===== src/rtl/hsport_pkg.sv =====
// Shared types for the handshaked port bridge.
package hsport_pkg;
    // Direction of one bridge instance, seen from the internal side.
    typedef enum logic {
        PORT_IN  = 1'b0,
        PORT_OUT = 1'b1
    } port_dir_e;
endpackage


===== src/rtl/hsport_sync.sv =====
// Handshake scheduler: owns the block's ready register and the done pulse.
// Assumes the internal request is held until done and that the remote ready
// level is never withdrawn before the transfer commits.
module hsport_sync #(
    parameter bit HAS_REMOTE = 1'b1
) (
    input  logic clk,
    input  logic rst_n,
    input  logic req_i,
    input  logic remote_rdy_i,
    output logic local_rdy_o,
    output logic commit_o,
    output logic done_o
);
    logic remote_eff;
    logic loc_q;
    logic done_q;
    logic unused_sync;

    // An omitted remote line is treated as permanently ready.
    assign remote_eff  = HAS_REMOTE ? remote_rdy_i : 1'b1;
    assign unused_sync = remote_rdy_i;
    assign commit_o    = loc_q & remote_eff;
    assign local_rdy_o = loc_q;
    assign done_o      = done_q;

    // Raise the ready line on a fresh request, drop it on commit.
    always_ff @(posedge clk) begin
        if (!rst_n) begin
            loc_q  <= 1'b0;
            done_q <= 1'b0;
        end else begin
            loc_q  <= req_i & ~done_q & ~commit_o;
            done_q <= commit_o;
        end
    end

    a_r3_done_single: assert property (@(posedge clk) disable iff (!rst_n)
        done_q |=> !done_q);
    a_r3_ready_low_at_done: assert property (@(posedge clk) disable iff (!rst_n)
        done_q |-> !loc_q);
    a_r7_ready_waits: assert property (@(posedge clk) disable iff (!rst_n)
        (loc_q && !remote_eff) |=> loc_q);
    a_r3_commit_from_both: assert property (@(posedge clk) disable iff (!rst_n)
        done_q |-> $past(loc_q && remote_eff));
endmodule


===== src/rtl/hsport_datapath.sv =====
// Data register for one bridge instance: captures pins on commit (input port)
// or holds the outgoing word from request to done (output port).
// Assumes commit_i is high only while local_rdy_i is high.
module hsport_datapath
    import hsport_pkg::*;
#(
    parameter int        DATA_W = 8,
    parameter port_dir_e DIR    = PORT_IN
) (
    input  logic              clk,
    input  logic              rst_n,
    input  logic              req_i,
    input  logic              local_rdy_i,
    input  logic              commit_i,
    input  logic              done_i,
    input  logic [DATA_W-1:0] wdata_i,
    input  logic [DATA_W-1:0] pin_data_i,
    output logic [DATA_W-1:0] rdata_o,
    output logic [DATA_W-1:0] pin_data_o
);
    logic unused_dp;
    assign unused_dp = ^{req_i, local_rdy_i, commit_i, done_i, wdata_i, pin_data_i};

    if (DIR == PORT_IN) begin : g_in
        logic [DATA_W-1:0] cap_q;

        // Capture the environment's word on the commit edge.
        always_ff @(posedge clk) begin
            if (!rst_n)        cap_q <= '0;
            else if (commit_i) cap_q <= pin_data_i;
        end

        assign rdata_o    = cap_q;
        assign pin_data_o = '0;

        a_r4_capture_at_commit: assert property (@(posedge clk) disable iff (!rst_n)
            done_i |-> (cap_q == $past(pin_data_i)));
    end else begin : g_out
        logic [DATA_W-1:0] hold_q;
        logic              load;

        assign load = req_i & ~local_rdy_i & ~done_i;

        // Load the outgoing word as the ready line rises, then freeze it.
        always_ff @(posedge clk) begin
            if (!rst_n)    hold_q <= '0;
            else if (load) hold_q <= wdata_i;
        end

        assign pin_data_o = hold_q;
        assign rdata_o    = '0;

        a_r5_data_held: assert property (@(posedge clk) disable iff (!rst_n)
            (local_rdy_i && !commit_i) |=> $stable(hold_q));
    end
endmodule


===== src/rtl/hsport_bridge.sv =====
// Top of the handshaked port bridge. Picks which pins carry the block's own
// ready line and which carry the environment's, according to DIR and the
// line-present parameters. Assumes int_req is held until int_done.
module hsport_bridge
    import hsport_pkg::*;
#(
    parameter int        DATA_W      = 8,
    parameter port_dir_e DIR         = PORT_IN,
    parameter bit        HAS_WR_LINE = 1'b1,
    parameter bit        HAS_RD_LINE = 1'b1
) (
    input  logic              clk,
    input  logic              rst_n,
    input  logic              int_req,
    input  logic [DATA_W-1:0] int_wdata,
    output logic [DATA_W-1:0] int_rdata,
    output logic              int_done,
    input  logic [DATA_W-1:0] ext_data_in,
    output logic [DATA_W-1:0] ext_data_out,
    input  logic              ext_wr_rdy_in,
    output logic              ext_wr_rdy_out,
    input  logic              ext_rd_rdy_in,
    output logic              ext_rd_rdy_out
);
    localparam bit IS_OUT      = (DIR == PORT_OUT);
    localparam bit REMOTE_LINE = IS_OUT ? HAS_RD_LINE : HAS_WR_LINE;
    localparam bit LOCAL_LINE  = IS_OUT ? HAS_WR_LINE : HAS_RD_LINE;

    logic remote_pin;
    logic local_rdy;
    logic commit;
    logic unused_top;

    assign remote_pin = IS_OUT ? ext_rd_rdy_in : ext_wr_rdy_in;
    assign unused_top = ^{ext_wr_rdy_in, ext_rd_rdy_in};

    hsport_sync #(.HAS_REMOTE(REMOTE_LINE)) u_sync (
        .clk          (clk),
        .rst_n        (rst_n),
        .req_i        (int_req),
        .remote_rdy_i (remote_pin),
        .local_rdy_o  (local_rdy),
        .commit_o     (commit),
        .done_o       (int_done)
    );

    hsport_datapath #(.DATA_W(DATA_W), .DIR(DIR)) u_dp (
        .clk         (clk),
        .rst_n       (rst_n),
        .req_i       (int_req),
        .local_rdy_i (local_rdy),
        .commit_i    (commit),
        .done_i      (int_done),
        .wdata_i     (int_wdata),
        .pin_data_i  (ext_data_in),
        .rdata_o     (int_rdata),
        .pin_data_o  (ext_data_out)
    );

    // Route the block's ready line to the pin for this direction.
    assign ext_wr_rdy_out = (IS_OUT && LOCAL_LINE)  ? local_rdy : 1'b0;
    assign ext_rd_rdy_out = (!IS_OUT && LOCAL_LINE) ? local_rdy : 1'b0;

    if (IS_OUT && HAS_WR_LINE && !HAS_RD_LINE) begin : g_strobe
        a_r8_valid_strobe: assert property (@(posedge clk) disable iff (!rst_n)
            ext_wr_rdy_out |=> !ext_wr_rdy_out);
    end

    a_r10_unused_dir_quiet: assert property (@(posedge clk) disable iff (!rst_n)
        IS_OUT ? (ext_rd_rdy_out == 1'b0) : (ext_wr_rdy_out == 1'b0 && ext_data_out == '0));
endmodule


===== config.mk =====
export PLATFORM = sky130hd
export DESIGN_NAME = hsport_bridge
export DESIGN_NICKNAME = d
export VERILOG_FILES = /design/src/rtl/hsport_pkg.sv /design/src/rtl/hsport_sync.sv /design/src/rtl/hsport_datapath.sv /design/src/rtl/hsport_bridge.sv
export SDC_FILE = /design/constraint.sdc
export NUM_CORES = 1
export LEC_CHECK = 0
export BUFFER_PORTS_ARGS = -buffer_cell sky130_fd_sc_hd__buf_4
export CAP_MARGIN = 40
export CORE_MARGIN = 3
export CORE_UTILIZATION = 33
export CTS_BUF_LIST = sky130_fd_sc_hd__clkbuf_8
export DETAILED_ROUTE_END_ITERATION = 12
export GPL_TIMING_DRIVEN = 0
export HOLD_SLACK_MARGIN = 0.06
export PLACE_DENSITY = 0.84
export SETUP_SLACK_MARGIN = 0.1
export SKIP_CTS_REPAIR_TIMING = 1
export SLEW_MARGIN = 25
export SYNTH_ARGS = -nofsm -noshare
export SYNTH_HDL_FRONTEND = slang
export SYNTH_HIERARCHICAL = 1
export SYNTH_SLANG_ARGS = --single-unit

===== constraint.sdc =====
create_clock -name clk -period 0.84 [get_ports clk]
set_input_delay 0.084 -clock clk [delete_from_list [all_inputs] [get_ports clk]]
set_output_delay 0.084 -clock clk [all_outputs]
set_load 0.05 [all_outputs]

==> results of run 1 <==
[cell usage after synthesis]
cell type	count	area [µm²]
buf_4	9	67.56
and3_2	1	7.510
conb_1	2	7.510
and2_4	1	8.760
buf_6	1	11.26
nor3_2	1	10.01
nand2_1	1	3.750
mux2i_1	8	80.08
nor2b_1	8	50.05
dfxtp_1	10	200.2
[flip-flops by register name (all words and copies together) (netlist names)]
signal	count
u_sync/done_o	1
u_dp/rdata_o	8
u_sync/local_rdy_o	1
[metrics by stage]
stage	hold WS (ns)	instances	power (mW)	area (µm²)
finish	0.1033	91	1.429	809.5
global route	0.09706	91	1.506	809.5
CTS	0.09552	88	1.415	708.2
detailed placement	0.3394	84	0.8078	653.1
global placement	0.3380	84	0.8051	653.1
floorplan	0.2073	49	0.7317	478.0
[critical path: stages (launching register included)]
cell     delay, ns
dfxtp_4       0.34
and2_4        0.14
buf_8         0.13
mux2i_1       0.20
nor2b_1       0.07
[worst max-delay path by stage]
| stage | startpoint | endpoint | cells past startpoint | slack [ns] |
|---|---|---|---|---|
| floorplan | u_sync/local_rdy_o | u_dp/rdata_o[0] | 4 | -0.23 |
| detailed placement | u_sync/local_rdy_o | u_dp/rdata_o[6] | 4 | -0.17 |
| finish | u_sync/local_rdy_o | u_dp/rdata_o[2] | 4 | -0.16 |
| CTS | u_sync/local_rdy_o | u_dp/rdata_o[6] | 4 | -0.17 |
| global route | u_sync/local_rdy_o | u_dp/rdata_o[2] | 4 | -0.22 |
| global placement | u_sync/local_rdy_o | u_dp/rdata_o[5] | 4 | -0.15 |
[power by group through the flow]
stage | Clock (mW) | Combinational [mW] | Sequential (mW)
final | 0.589 | 0.332 | 0.507
after global routing | 0.648 | 0.350 | 0.508
after CTS | 0.616 | 0.299 | 0.500
after detailed placement | 0 | 0.299 | 0.509
after global placement | 0 | 0.296 | 0.509
after floorplan | 0 | 0.164 | 0.568
[kinds of logic (layout without fill, tap and decap cells)]
family	Yosys count	after routing
simple gates	12	12
flops	10	10
buf+inv	10	38
mux	8	8
other cells	2	9
[layer usage]
| layer | GRT usage | share of wire |
|---|---|---|
| met5 | 0 | 0 |
| met4 | 0.01863 | 0 |
| met3 | 0.06780 | 0.12 |
| met2 | 0.1707 | 0.54 |
| met1 | 0.1165 | 0.34 |
[area by class of cell]
class,count,area (µm²),area share
flip-flops and latches,10,212.7,0.2628
clock buffers,4,55.05,0.06801
well taps,14,17.52,0.02164
repair buffers,24,247.7,0.3060
plain buffers,10,82.58,0.1020
multi-input cells,29,193.9,0.2396
==> summary.md, run 1 <==
| Metric | Value |
|---|---|
| Setup crit start kind | `flip-flop` |
| Via Count | `352` |
| Worst Hold Path EP | `u_sync/local_rdy_o` |
| Max-slew violations | `0` |
| Total core area | `0.001186 mm²` |
| Final worst path period share | `1.186` |
| Internal power | `1.045 mW` |
| First-pass GRT wire length | `1.442 mm` |
| Total GRT Usage | `0.1055` |
| Clock sink count | `10` |
| Synthesized cell area | `446.7 µm²` |
| Gr ovfl total | `0` |
| DRC | `0` |
| Num ports | `40` |
| Origin of the critical flop-to-flop path | `u_sync/local_rdy_o` |
| Final core occ | `0.6825` |
| Compound-cell area share of the yosys netlist | `0` |
| CP max FO | `8` |
| Worst setup EP type | `flip-flop` |
| Clk Latency, worst-skew pair | `0.23 ns` |
| Setup slack after layout | `-0.1559 ns` |
| Total wire length | `953 µm` |
| Die Y | `42.79 µm` |
| Initial antenna violation count | `0` |
| Routability Congestion | `0.6132` |
| Proportion of synthesized area in mux cells | `0.1793` |
| DP Worst Slack | `-0.1723 ns` |
| Worst Hold Class | `in -> reg` |
| DP HPWL | `653.7 µm` |
| Initial DRC count | `0` |
| Peak supply drop | `1.305 mV` |
| Largest net degree at the start of global routing | `11` |
| Xor/xnor share of the synthesized area | `0` |
| Post-DRT Antenna Nets | `0` |
| Outcome | `finished with violations` |
| Yosys cell types | `10` |
| Req. time, crit path | `0.96 ns` |
| Ant. Diodes | `0` |
| Clock Tree Root | `clkbuf_8` |
| Clock buffer depth | `2` |
| Clock skew | `0.0007908 ns` |
| Hold-critical path depth | `3` |
| Avg WL per Cell | `10.47 µm` |
| Setup TNS | `-1.155 ns` |
| First-pass DRT Iterations | `1` |
| Cell Pwr Density | `1765 mW/mm²` |
| Share of layout cells above drive strength 1 | `0.6364` |
| Failing checks | `setup timing` |
| Min-delay src | `int_req` |
| Synth Area in Adders | `0` |
| Syn Inst Count | `42` |
| Number of global-route vias before repair | `325` |
| Fin crit period | `0.9959 ns` |
| Register area share after synthesis | `0.4482` |
| Max_cap viols | `0` |
| PortBufs | `21` |
| CTS tree | `yes` |
| Total of warnings raised by yosys | `6` |
| FF+latch count, synth | `10` |
| CP Data Arrival Time | `1.11 ns` |
| Nets@finish | `99` |
| Hold violation count in the final report | `0` |
| Fraction of the mapped netlist area in simple logic gates | `0.1793` |
| Clock slew at reported path FFs | `0.05 ns` |
| Mean Syn Cell Area | `10.64 µm²` |
| Cts bufs inserted | `3` |
| Sequential share of power | `0.355` |
| Setup violators final | `9` |
| H-tree depth | `1` |
| Die area | `0.001831 mm²` |
| Initial core utilization | `0.3766` |
| Pleak | `0.3834 nW` |
| Area Growth Syn to Fin | `81.23%` |
| Fillers | `98` |
| Terminus of the critical flop-to-flop path | `u_dp/rdata_o[2]` |
| FMAX | `1004 MHz` |
| Die Width | `42.79 µm` |
| # rows | `12` |
| R2r setup slk | `-0.16 ns` |
| P_sw | `384.0 µW` |
| Most common cell after layout, fill and taps aside | `buf_4` |
| Crit Path Category | `reg -> reg` |
| RSZ-0062 raised after global routing | `true` |
| Combinational cell fraction of total power | `0.233` |
| Worst r2r path cells | `4` |
| Clock power share | `0.413` |
| Via density | `3.868` |
| Sw Ratio | `0.2688` |
| Commonest cells after routing, fill and taps aside | `23 x buf_4, 9 x conb_1, 9 x buf_8` |
| Largest family of logic cells by synthesized area | `simple AND/OR/NAND/NOR gates` |
(Power assumes the default switching activity.)
==> inputs of run 2 (changes only) <==
==> config.mk (replaced) <==
export PLATFORM = sky130hd
export DESIGN_NAME = hsport_bridge
export DESIGN_NICKNAME = d
export VERILOG_FILES = /design/src/rtl/hsport_pkg.sv /design/src/rtl/hsport_sync.sv /design/src/rtl/hsport_datapath.sv /design/src/rtl/hsport_bridge.sv
export SDC_FILE = /design/constraint.sdc
export NUM_CORES = 1
export LEC_CHECK = 0
export CAP_MARGIN = 40
export CORE_AREA = 3 3 40 42
export CTS_BUF_LIST = sky130_fd_sc_hd__clkbuf_8
export DETAILED_ROUTE_END_ITERATION = 12
export DIE_AREA = 0 0 43 45
export DONT_BUFFER_PORTS = 1
export GPL_TIMING_DRIVEN = 0
export HOLD_SLACK_MARGIN = 0.06
export PLACE_DENSITY = 0.58
export SETUP_SLACK_MARGIN = 0.1
export SKIP_CTS_REPAIR_TIMING = 1
export SYNTH_ARGS = -nofsm -noshare
export SYNTH_HDL_FRONTEND = slang
export SYNTH_HIERARCHICAL = 1
export SYNTH_SLANG_ARGS = --single-unit
export TNS_END_PERCENT = 5
==> run 2 against run 1 <==
Against the previous run: the run still ends with setup timing left; sequential power is 9.1% higher; core utilization is 19 points lower; final cell count is 19% lower; die area is 5.7% higher; critical path depth stayed put; maximum frequency is 11% lower; highest routed layer unchanged; power is 6.7% lower; global-route usage is 2.7 points lower; sequential share of layout area is 9.3 points higher; clock-buffer cell count stayed put.
==> summary.md, run 2 (synthesis results as in run 1) <==
| Metric | Value |
|---|---|
| Cts bufs inserted | `3 (unchanged)` |
| RSZ-0062 raised after global routing | `true (unchanged)` |
| Tightest hold margin | `0.02600 ns (was 0.1033 ns)` |
| Via density | `4.108 (was 3.868)` |
| Commonest cells after routing, fill and taps aside | `9 x buf_4, 9 x conb_1, 8 x mux2i_1, 8 x nor2b_1 (was 23 x buf_4, 9 x conb_1, 9 x buf_8)` |
| DP Worst Slack | `-0.2929 ns (was -0.1723 ns)` |
| Clock sink count | `10 (unchanged)` |
| Relative max-transition margin | `0.6596` |
| Die area | `0.001935 mm² (was 0.001831 mm²)` |
| Initial antenna violation count | `0 (unchanged)` |
| Clock skew | `0.002038 ns (was 0.0007908 ns)` |
| Max incr delay on CP | `0.44 ns (was 0.34 ns)` |
| Worst Hold Class | `in -> reg (unchanged)` |
| Clk Latency, worst-skew pair | `0.23 ns (about the same)` |
| Clock slew at reported path FFs | `0.05 ns (about the same)` |
| Worst Setup EP | `u_dp/rdata_o[3] (was u_dp/rdata_o[2])` |
| Crit-path cells | `and2_4, buf_8, mux2i_1, nor2b_1 (unchanged)` |
| Cell Pwr Density | `2094 mW/mm² (was 1765 mW/mm²)` |
| Worst-Margin Slew | `0.5099 ns` |
| Max-slew violations | `0 (unchanged)` |
| Peak supply drop | `1.168 mV (was 1.305 mV)` |
| Total GRT Usage | `0.07873 (was 0.1055)` |
| Min-delay src | `ext_data_in[2] (was int_req)` |
| Gr ovfl total | `0 (unchanged)` |
| Clock Tree Root | `clkbuf_8 (unchanged)` |
| FMAX | `889.7 MHz (was 1004 MHz)` |
| PortBufs | `0 (was 21)` |
| CP Data Arrival Time | `1.24 ns (was 1.11 ns)` |
| Crit path from | `u_sync/local_rdy_o (unchanged)` |
| Initial DRC count | `2 (was 0)` |
| Outcome | `finished with violations (unchanged)` |
| Total core area | `0.001285 mm² (was 0.001186 mm²)` |
| Area Growth Syn to Fin | `42.58% (was 81.23%)` |
| CP max FO | `8 (unchanged)` |
| Finished Cell Area | `636.9 µm² (was 809.5 µm²)` |
| # rows | `13 (was 12)` |
| Worst setup EP type | `flip-flop (unchanged)` |
| Setup slack after layout | `-0.2840 ns (was -0.1559 ns)` |
| Req. time, crit path | `0.96 ns (about the same)` |
| Die Width | `43 µm (was 42.79 µm)` |
| CTS tree | `yes (unchanged)` |
| Worst path bufs/invs | `1 (unchanged)` |
| Clock buffer depth | `2 (unchanged)` |
| Dpl cell area | `495.5 µm² (was 653.1 µm²)` |
| Die Y | `45 µm (was 42.79 µm)` |
| Avg WL per Cell | `10.73 µm (was 10.47 µm)` |
| Slowest stage cell, crit path | `dfxtp_4 (unchanged)` |
| Failing checks | `setup timing (unchanged)` |
| Post-DRT Antenna Nets | `0 (unchanged)` |
| Hold-critical path depth | `2 (was 3)` |
| Largest net degree at the start of global routing | `11 (unchanged)` |
| Pleak | `0.2681 nW (was 0.3834 nW)` |
| DRC | `0 (unchanged)` |
| Max_cap viols | `0 (unchanged)` |
| First-pass DRT Iterations | `3 (was 1)` |
| Via Count | `304 (was 352)` |
| First-pass GRT wire length | `1.041 mm (was 1.442 mm)` |
| CP Depth | `4 (unchanged)` |
| Setup violators final | `11 (was 9)` |
| Max reg flops | `8 (unchanged)` |
| R2r setup slk | `-0.28 ns (was -0.16 ns)` |
| Number of global-route vias before repair | `256 (was 325)` |
| Initial core utilization | `0.3476 (was 0.3766)` |
| Routability Congestion | `0.5275 (was 0.6132)` |
| Crit Path Category | `reg -> reg (unchanged)` |
| Terminus of the critical flop-to-flop path | `u_dp/rdata_o[3] (was u_dp/rdata_o[2])` |
| H-tree depth | `1 (unchanged)` |
| Hold violation count in the final report | `0 (unchanged)` |
| Tot Pwr | `1.333 mW (was 1.429 mW)` |
| Final worst path period share | `1.338 (was 1.186)` |
| Share of layout cells above drive strength 1 | `0.4407 (was 0.6364)` |
| CP top delay family | `flip-flops (unchanged)` |
| Ant. Diodes | `0 (unchanged)` |
| Total wire length | `794 µm (was 953 µm)` |
| Num ports | `40 (unchanged)` |
| Worst r2r path cells | `4 (unchanged)` |
| Setup crit start kind | `flip-flop (unchanged)` |
| Nets@finish | `81 (was 99)` |
| Origin of the critical flop-to-flop path | `u_sync/local_rdy_o (unchanged)` |
| Fin crit period | `1.124 ns (was 0.9959 ns)` |
## run 2: cell count changes in the layout (fill, tap and decap cells not counted), sizes merged
| cell | before | now |
|---|---|---|
| buf | 34 | 10 |
| dlygate4sd3 | 0 | 6 |
## run 2: stage by stage
stage,util,TNS [ns],instances
after floorplan,-,-1.853,49
after CTS,0.4284,-3.490,68
after detailed placement,0.3856,-2.333,64
after global routing,0.4956,-3.060,74
after global placement,0.3856,-2.323,64
final,0.4956,-2.424,74
## run 2: worst register-to-register path: stages, from the launching register on
cell and delay, ns:
dfxtp_4 0.44, and2_4 0.19, buf_8 0.14, mux2i_1 0.19, nor2b_1 0.06
## run 2: how the worst min path moves through the flow
stage	slack [ns]	endpoint
final	0.03	u_dp/rdata_o[2]
after global routing	0.06	u_dp/rdata_o[2]
after CTS	-0.03	u_sync/local_rdy_o
after detailed placement	0.22	u_sync/local_rdy_o
after global placement	0.21	u_dp/rdata_o[4]
after floorplan	0.21	u_sync/local_rdy_o
## run 2: cell type report
class | instances | area (µm²)
plain buffers | 10 | 82.58
clock buffers | 4 | 55.05
fillers | 123 | 648.1
multi-input cells | 29 | 193.9
flip-flops and latches | 10 | 226.5
well taps | 15 | 18.77
repair buffers | 6 | 60.06
## run 2: report_power, final
| part | internal, mW | switching (mW) | total, mW |
|---|---|---|---|
| clock network | 0.410 | 0.170 | 0.580 |
| logic | 0.0787 | 0.121 | 0.200 |
| registers | 0.484 | 0.0698 | 0.553 |
## run 2: routing by layer
layer | track usage | vias up | routed length [µm]
met2 | 0.1168 | 20 | 393
met3 | 0.07171 | 0 | 113
met1 | 0.07598 | 136 | 287
met5 | 0 | - | 0
met4 | 0.03614 | 0 | 0
li1 | - | 148 | -
